[config.mk]
export PLATFORM = sky130hd
export DESIGN_NAME = cov_age_tracker
export DESIGN_NICKNAME = d
export VERILOG_FILES = /design/src/rtl/cov_age_pkg.sv /design/src/rtl/cov_age_classify.sv /design/src/rtl/cov_age_cell.sv /design/src/rtl/cov_age_arbiter.sv /design/src/rtl/cov_age_tracker.sv
export SDC_FILE = /design/constraint.sdc
export NUM_CORES = 1
export LEC_CHECK = 0
export CAP_MARGIN = 20
export CORE_MARGIN = 2
export CORE_UTILIZATION = 37
export DETAILED_ROUTE_END_ITERATION = 6
export DONT_BUFFER_PORTS = 1
export GPL_ROUTABILITY_DRIVEN = 0
export GPL_TIMING_DRIVEN = 0
export PLACE_DENSITY_LB_ADDON = 0.3
export SLEW_MARGIN = 20
export SYNTH_ARGS = -nofsm -noshare
export SYNTH_HDL_FRONTEND = slang
export SYNTH_HIERARCHICAL = 1
export SYNTH_SLANG_ARGS = --single-unit
[constraint.sdc]
create_clock -name clk -period 3.3 [get_ports clk]
set_input_delay 0.66 -clock clk [delete_from_list [all_inputs] [get_ports clk]]
set_output_delay 0.66 -clock clk [all_outputs]
set_load 0.01 [all_outputs]
[src/rtl/cov_age_pkg.sv]
package cov_age_pkg;

   // class encoding seen on the group inputs and hint outputs
   typedef enum logic [2:0] {
      CLS_ARITH  = 3'd0,
      CLS_FLOW   = 3'd1,
      CLS_MEM    = 3'd2,
      CLS_SYS    = 3'd3,
      CLS_STATUS = 3'd4,
      CLS_OTHER  = 3'd5
   } cls_e;

   // maps any incoming code onto a valid class; out-of-range goes to the last class
   function automatic int unsigned fold_class(input int unsigned code, input int unsigned n_cls);
      return (code < n_cls) ? code : n_cls - 1;
   endfunction

   // flattened point index from an ordered class pair
   function automatic int unsigned pair_index(input int unsigned prev_cls,
                                              input int unsigned curr_cls,
                                              input int unsigned n_cls);
      return prev_cls * n_cls + curr_cls;
   endfunction

endpackage

[src/rtl/cov_age_classify.sv]
module cov_age_classify
   import cov_age_pkg::*;
#(
   parameter int NUM_GROUPS = 6,
   parameter int GRP_W      = 3,
   parameter int NUM_PTS    = NUM_GROUPS * NUM_GROUPS,
   parameter int PT_W       = $clog2(NUM_PTS)
) (
   input  logic               clk,
   input  logic               rst_n,
   input  logic               ret_valid_i,
   input  logic [GRP_W-1:0]   ret_group_i,
   output logic [NUM_PTS-1:0] hit_vec_o
);

   logic [GRP_W-1:0] cls_now;
   logic [GRP_W-1:0] prev_q;
   logic             prev_vld_q;
   logic [PT_W-1:0]  hit_idx;
   logic             hit_en;

   always_comb begin
      cls_now = GRP_W'(fold_class(int'(ret_group_i), NUM_GROUPS));
      hit_idx = PT_W'(pair_index(int'(prev_q), int'(cls_now), NUM_GROUPS));
      hit_en  = ret_valid_i && prev_vld_q;
   end

   always_ff @(posedge clk or negedge rst_n) begin
      if (!rst_n) begin
         prev_q     <= '0;
         prev_vld_q <= 1'b0;
      end else if (ret_valid_i) begin
         prev_q     <= cls_now;
         prev_vld_q <= 1'b1;
      end
   end

   for (genvar p = 0; p < NUM_PTS; p++) begin : g_hit
      assign hit_vec_o[p] = hit_en && (hit_idx == PT_W'(p));
   end

   // at most one point per retire, and none before a previous class exists
   p_single_hit_r2: assert property (@(posedge clk) disable iff (!rst_n)
      $onehot0(hit_vec_o));
   p_first_retire_r2: assert property (@(posedge clk) disable iff (!rst_n)
      (hit_vec_o != '0) |-> prev_vld_q);

endmodule

[src/rtl/cov_age_cell.sv]
module cov_age_cell #(
   parameter int AGE_MAX = 100,
   parameter int AGE_MIN = 0,
   parameter int CNT_W   = $clog2(AGE_MAX + 1)
) (
   input  logic clk,
   input  logic rst_n,
   input  logic hit_i,
   input  logic tick_i,
   input  logic take_i,
   output logic pend_o
);

   localparam logic [CNT_W-1:0] C_MAX  = CNT_W'(AGE_MAX);
   localparam logic [CNT_W-1:0] C_MIN  = CNT_W'(AGE_MIN);
   localparam logic [CNT_W-1:0] C_LAST = CNT_W'(AGE_MIN + 1);

   logic [CNT_W-1:0] cnt_q;
   logic             pend_q;
   logic             reach_floor;
   logic             can_age;

   always_comb begin
      can_age     = tick_i && !hit_i && (cnt_q > C_MIN);
      reach_floor = can_age && (cnt_q == C_LAST);
   end

   always_ff @(posedge clk or negedge rst_n) begin
      if (!rst_n) begin
         cnt_q <= C_MAX;
      end else if (hit_i) begin
         cnt_q <= C_MAX;
      end else if (can_age) begin
         cnt_q <= cnt_q - CNT_W'(1);
      end
   end

   always_ff @(posedge clk or negedge rst_n) begin
      if (!rst_n) begin
         pend_q <= 1'b0;
      end else if (reach_floor) begin
         pend_q <= 1'b1;
      end else if (hit_i || take_i) begin
         pend_q <= 1'b0;
      end
   end

   assign pend_o = pend_q;

   p_reload_r3: assert property (@(posedge clk) disable iff (!rst_n)
      hit_i |=> (cnt_q == C_MAX));
   p_decay_r4: assert property (@(posedge clk) disable iff (!rst_n)
      (tick_i && !hit_i && (cnt_q > C_MIN)) |=> (cnt_q == $past(cnt_q) - CNT_W'(1)));
   p_floor_hold_r5: assert property (@(posedge clk) disable iff (!rst_n)
      ((cnt_q == C_MIN) && !hit_i) |=> (cnt_q == C_MIN));
   p_pend_only_at_floor_r5: assert property (@(posedge clk) disable iff (!rst_n)
      pend_q |-> (cnt_q == C_MIN));
   p_idle_no_age_r4: assert property (@(posedge clk) disable iff (!rst_n)
      (!tick_i && !hit_i) |=> $stable(cnt_q));

endmodule

[src/rtl/cov_age_arbiter.sv]
module cov_age_arbiter #(
   parameter int NUM_GROUPS = 6,
   parameter int GRP_W      = 3,
   parameter int NUM_PTS    = NUM_GROUPS * NUM_GROUPS
) (
   input  logic               clk,
   input  logic               rst_n,
   input  logic [NUM_PTS-1:0] pend_i,
   input  logic               ready_i,
   output logic [NUM_PTS-1:0] take_o,
   output logic               valid_o,
   output logic [GRP_W-1:0]   prev_o,
   output logic [GRP_W-1:0]   curr_o
);

   logic             valid_q;
   logic [GRP_W-1:0] prev_q;
   logic [GRP_W-1:0] curr_q;
   logic             slot_free;
   logic             any_pend;
   logic [GRP_W-1:0] sel_prev;
   logic [GRP_W-1:0] sel_curr;

   assign slot_free = !valid_q || ready_i;

   // fixed priority, lowest index wins
   always_comb begin
      any_pend = 1'b0;
      sel_prev = '0;
      sel_curr = '0;
      take_o   = '0;
      for (int p = 0; p < NUM_PTS; p++) begin
         if (pend_i[p] && !any_pend) begin
            any_pend  = 1'b1;
            sel_prev  = GRP_W'(p / NUM_GROUPS);
            sel_curr  = GRP_W'(p % NUM_GROUPS);
            take_o[p] = slot_free;
         end
      end
   end

   always_ff @(posedge clk or negedge rst_n) begin
      if (!rst_n) begin
         valid_q <= 1'b0;
         prev_q  <= '0;
         curr_q  <= '0;
      end else if (slot_free) begin
         valid_q <= any_pend;
         prev_q  <= sel_prev;
         curr_q  <= sel_curr;
      end
   end

   assign valid_o = valid_q;
   assign prev_o  = prev_q;
   assign curr_o  = curr_q;

   p_hold_r7: assert property (@(posedge clk) disable iff (!rst_n)
      (valid_q && !ready_i) |=> (valid_q && $stable(prev_q) && $stable(curr_q)));
   p_take_pending_r6: assert property (@(posedge clk) disable iff (!rst_n)
      $onehot0(take_o) && ((take_o & ~pend_i) == '0));
   p_lowest_first_r6: assert property (@(posedge clk) disable iff (!rst_n)
      (take_o != '0) |-> (((take_o - NUM_PTS'(1)) & pend_i) == '0));
   p_refill_r6: assert property (@(posedge clk) disable iff (!rst_n)
      (slot_free && (pend_i != '0)) |=> valid_q);

endmodule

[src/rtl/cov_age_tracker.sv]
module cov_age_tracker #(
   parameter int NUM_GROUPS = 6,
   parameter int GRP_W      = 3,
   parameter int AGE_MAX    = 100,
   parameter int AGE_MIN    = 0
) (
   input  logic             clk,
   input  logic             rst_n,
   input  logic             ret_valid_i,
   input  logic [GRP_W-1:0] ret_group_i,
   input  logic             gen_tick_i,
   output logic             hint_valid_o,
   input  logic             hint_ready_i,
   output logic [GRP_W-1:0] hint_prev_o,
   output logic [GRP_W-1:0] hint_curr_o
);

   localparam int NUM_PTS = NUM_GROUPS * NUM_GROUPS;
   localparam int PT_W    = $clog2(NUM_PTS);
   localparam int CNT_W   = $clog2(AGE_MAX + 1);

   if (NUM_GROUPS < 2) begin : g_bad_groups
      $error("cov_age_tracker: NUM_GROUPS must be at least 2");
   end
   if ((1 << GRP_W) < NUM_GROUPS) begin : g_bad_width
      $error("cov_age_tracker: GRP_W too narrow for NUM_GROUPS");
   end
   if ((AGE_MIN < 0) || (AGE_MAX <= AGE_MIN)) begin : g_bad_age
      $error("cov_age_tracker: need 0 <= AGE_MIN < AGE_MAX");
   end

   logic [NUM_PTS-1:0] hit_vec;
   logic [NUM_PTS-1:0] pend_vec;
   logic [NUM_PTS-1:0] take_vec;

   cov_age_classify #(
      .NUM_GROUPS (NUM_GROUPS),
      .GRP_W      (GRP_W),
      .NUM_PTS    (NUM_PTS),
      .PT_W       (PT_W)
   ) classify_i (
      .clk         (clk),
      .rst_n       (rst_n),
      .ret_valid_i (ret_valid_i),
      .ret_group_i (ret_group_i),
      .hit_vec_o   (hit_vec)
   );

   for (genvar p = 0; p < NUM_PTS; p++) begin : g_cell
      cov_age_cell #(
         .AGE_MAX (AGE_MAX),
         .AGE_MIN (AGE_MIN),
         .CNT_W   (CNT_W)
      ) cell_i (
         .clk    (clk),
         .rst_n  (rst_n),
         .hit_i  (hit_vec[p]),
         .tick_i (gen_tick_i),
         .take_i (take_vec[p]),
         .pend_o (pend_vec[p])
      );
   end

   cov_age_arbiter #(
      .NUM_GROUPS (NUM_GROUPS),
      .GRP_W      (GRP_W),
      .NUM_PTS    (NUM_PTS)
   ) arbiter_i (
      .clk     (clk),
      .rst_n   (rst_n),
      .pend_i  (pend_vec),
      .ready_i (hint_ready_i),
      .take_o  (take_vec),
      .valid_o (hint_valid_o),
      .prev_o  (hint_prev_o),
      .curr_o  (hint_curr_o)
   );

   // reported classes never leave the legal range
   p_class_range_r1: assert property (@(posedge clk) disable iff (!rst_n)
      hint_valid_o |-> ((int'(hint_prev_o) < NUM_GROUPS) && (int'(hint_curr_o) < NUM_GROUPS)));
   // nothing can be pending in the cycle right after reset release
   p_quiet_after_reset_r8: assert property (@(posedge clk) disable iff (!rst_n)
      $rose(rst_n) |-> !hint_valid_o);

endmodule

==> impl_metrics.ini <==
[sta]
setup_viol = 0
layout_min_cycle_time_ps = 3160
hold_violations = 52
max_freq_mhz = 316
final_max_slew_viol_count = 0
relSlewSlack_pct = 26.4
finalClockSkew_ps = 15.9
rsz0062_at_grt = yes
finalCritPeriodShare_pct = 95.9
layout_setup_ws_ps = 137
worstMarginPinSlew_ps = 1100
whs_ps = -166

[power_and_ir_drop]
irDropWorstVdd_mv = 0.355
p_leak_nw = 9.61
p_per_area_nw_per_um2 = 907
power_w = 0.0197

[logic_synthesis]
netlist_area_sq_um = 19100
synthTopCellsByCount = nor2_1, dfrtp_1, ha_1
yosysMostFrequentCell = nor2_1
yosysSeqAreaShare_pct = 39.8
synthArstFlopShare_pct = 100
yosys.area.top_type_share_pct = 25.0
synth_ff_type = dfrtp_1
ys_types = 60
syn_nets = 2041
synth_edf_count = 0
avgSynthCellArea_sq_um = 9.97
synthCells = 1918
yosysWarnings = 6
ys_ff_latch = 299
yosysTopAreaCell = dfrtp_1
yosys-top-cells-area = dfrtp_1, dfstp_2, ha_1, nor2_1, o31ai_4

[floorplan]
rows = 83
initial_utilization_pct = 37.3
ios = 15
dieArea_sq_um = 53500
fp.dieH_microns = 231
die_x_microns = 231
coreArea_sq_um = 51200

[setup_path]
path_max_fanout = 10
cp_data_arrival_time_ps = 3570
start_kind = flip-flop
crit_required_ps = 3710
worst-setup-path-type = flip-flop to flip-flop
endpoint_kind = flip-flop
r2r_setup_slack_ps = 140

[worst_hold_path]
min_path_type = input port to asynchronous set/reset pin

[final_layout]
stdcell_area_sq_um = 21700
fillers = 4898
antenna_cells = 0
layout-drive-gt1-share_pct = 21.8
final_nets = 2082
areaGrowthSynthToFinish_pct = 13.7

[placement]
place_ws_ps = -768
place_area_sq_um = 20000
io_buffers = 0
hpwl_microns = 28800

[global_routing]
grt.total_usage_pct = 16.5
grt_max_degree = 300
antenna_found_initial = 0
grt_pass1_wl_microns = 73500
grt_pass1_vias = 14700
gr-total-overflow = 0

[clocking]
clock_latency_ps = 530
path_clk_slew_ps = 60
cts_buffer_depth = 3
cts_sinks = 299
cts_made_buffers = 36
cts_tree = done
h-tree-depth = 2
clockRootBuffer = clkbuf_16

[routing]
wl_microns = 43300
drt_iter0_drc = 867
via_per_inst = 5.53
drtPass1Iterations = 5
drc = 0
vias = 14700
detail_route.wl_per_cell_microns = 16.3
drtAntennaViolNets = 0

[outcome]
outcome = finished, violations left
violations = hold timing

[run]
max_cap_viol_count = 0
[placed cells by master (no fill, tap or decap), types with 7 or more instances in the layout]
cell and n:
dfstp_2 108, or4b_1 72, a31oi_1 39, buf_2 43, a211oi_2 36, or2b_1 36
nor3_2 19, and3_1 48, nand3_1 79, o21bai_1 37, clkbuf_2 27, nand2_1 84
a41o_1 36, o31ai_4 36, nor4b_4 8, a21oi_1 87, nor3_1 56, o21ai_0 7
clkbuf_16 37, clkbuf_8 11, mux2_2 36, dfrtp_1 191, o311a_1 37, inv_1 88
ha_1 113, nor3b_1 38, or3b_1 36, nor2_1 286, nand2b_1 8, mux2i_1 72
o31ai_1 37, nor4b_2 28, clkbuf_1 10
[per-layer routing]
metal	vias to the layer above	global-route usage (%)	wire, microns
li1	7191	-	-
met1	7276	22.2	20100
met2	195	27.2	20600
met3	71	2.66	1570
met4	0	4.80	992
met5	-	0	0
[per-stage QoR]
stage                     instances  utilization [%]  setup TNS (ps)
after global routing           2662             42.5            -184
final                          2662             42.5               0
after detailed placement       2598             39.0         -109550
after global placement         2598             39.0          -96560
after CTS                      2662             41.8           -82.4
after floorplan                1918                -               0
[power by group]
group	switching (W)	total, W	internal (W)
registers	0.00244	0.00840	0.00595
logic	0.00388	0.00731	0.00342
clock network	0.00156	0.00400	0.00244
total	0.00789	0.0197	0.0118
[flip-flops by register name, indices dropped and copies added, names as in the netlist]
signal,cells
classify_i/prev_vld_q,1
arbiter_i/valid_o,1
arbiter_i/prev_o,3
arbiter_i/curr_o,3
classify_i/prev_q,3
g_cell.cell_i/pend_o,36
g_cell.cell_i/cnt_q,252
[critical path, cell delays in order (launching register included)]
cell and delay, ps:
dfrtp_1 410, ha_1 320, inv_1 60, fa_1 420, or3_1 410, a21oi_1 270, o21bai_4 210, nor3_1 340
clkbuf_2 290, nor2_1 60, mux2_2 260
[final timing paths]
| check | endpoint | from | cells after the start |
|---|---|---|---|
| worst max-delay path | g_cell[3].cell_i/cnt_q[0] | classify_i/prev_q[1] | 10 |
| worst min-delay path | g_cell[8].cell_i/cnt_q[0] | rst_n | 0 |
| worst max register to register | g_cell[3].cell_i/cnt_q[0] | classify_i/prev_q[1] | 10 |
| worst min register to register | classify_i/prev_vld_q | classify_i/prev_vld_q | 1 |
| max in group asynchronous | g_cell[6].cell_i/cnt_q[1] | rst_n | 0 |
| min in group clk | classify_i/prev_q[2] | ret_group_i[2] | 2 |
[cell type report]
type                       instances  area [sq um]  area share, %
multi-input combinational       1448         11300           52.0
sequential                       299          7620           35.0
clock buffer                      54          1100           5.06
tap                              680           851           3.91
buffer                            83           433           1.99
inverter                          88           330           1.52
clock inverter                     7          85.1          0.391
timing repair buffer               3          22.5          0.104
[repair_timing]
action / 4_1_cts / 5_1_grt
endpoints found under the setup margin: 151 / 175
pin swaps: 1 / 1
hold endpoints to repair: 191 / 198
buffers inserted: 3 / 0
gates resized for setup: 37 / 129
[kinds of logic (layout without fill, tap and decap cells)]
kind of cell               Yosys count  in the layout  synth area share (%)
and+or+nand+nor                    851            851                  25.2
AOI/OAI and AO/OA                  369            369                  17.6
DFF                                299            299                  39.8
buffers and inverters              171            235                  3.67
adders and majority gates          115            115                  7.60
muxes                              108            108                  5.89
xor gates and xnor gates             5              5                 0.229
(Power assumes the default switching activity.)
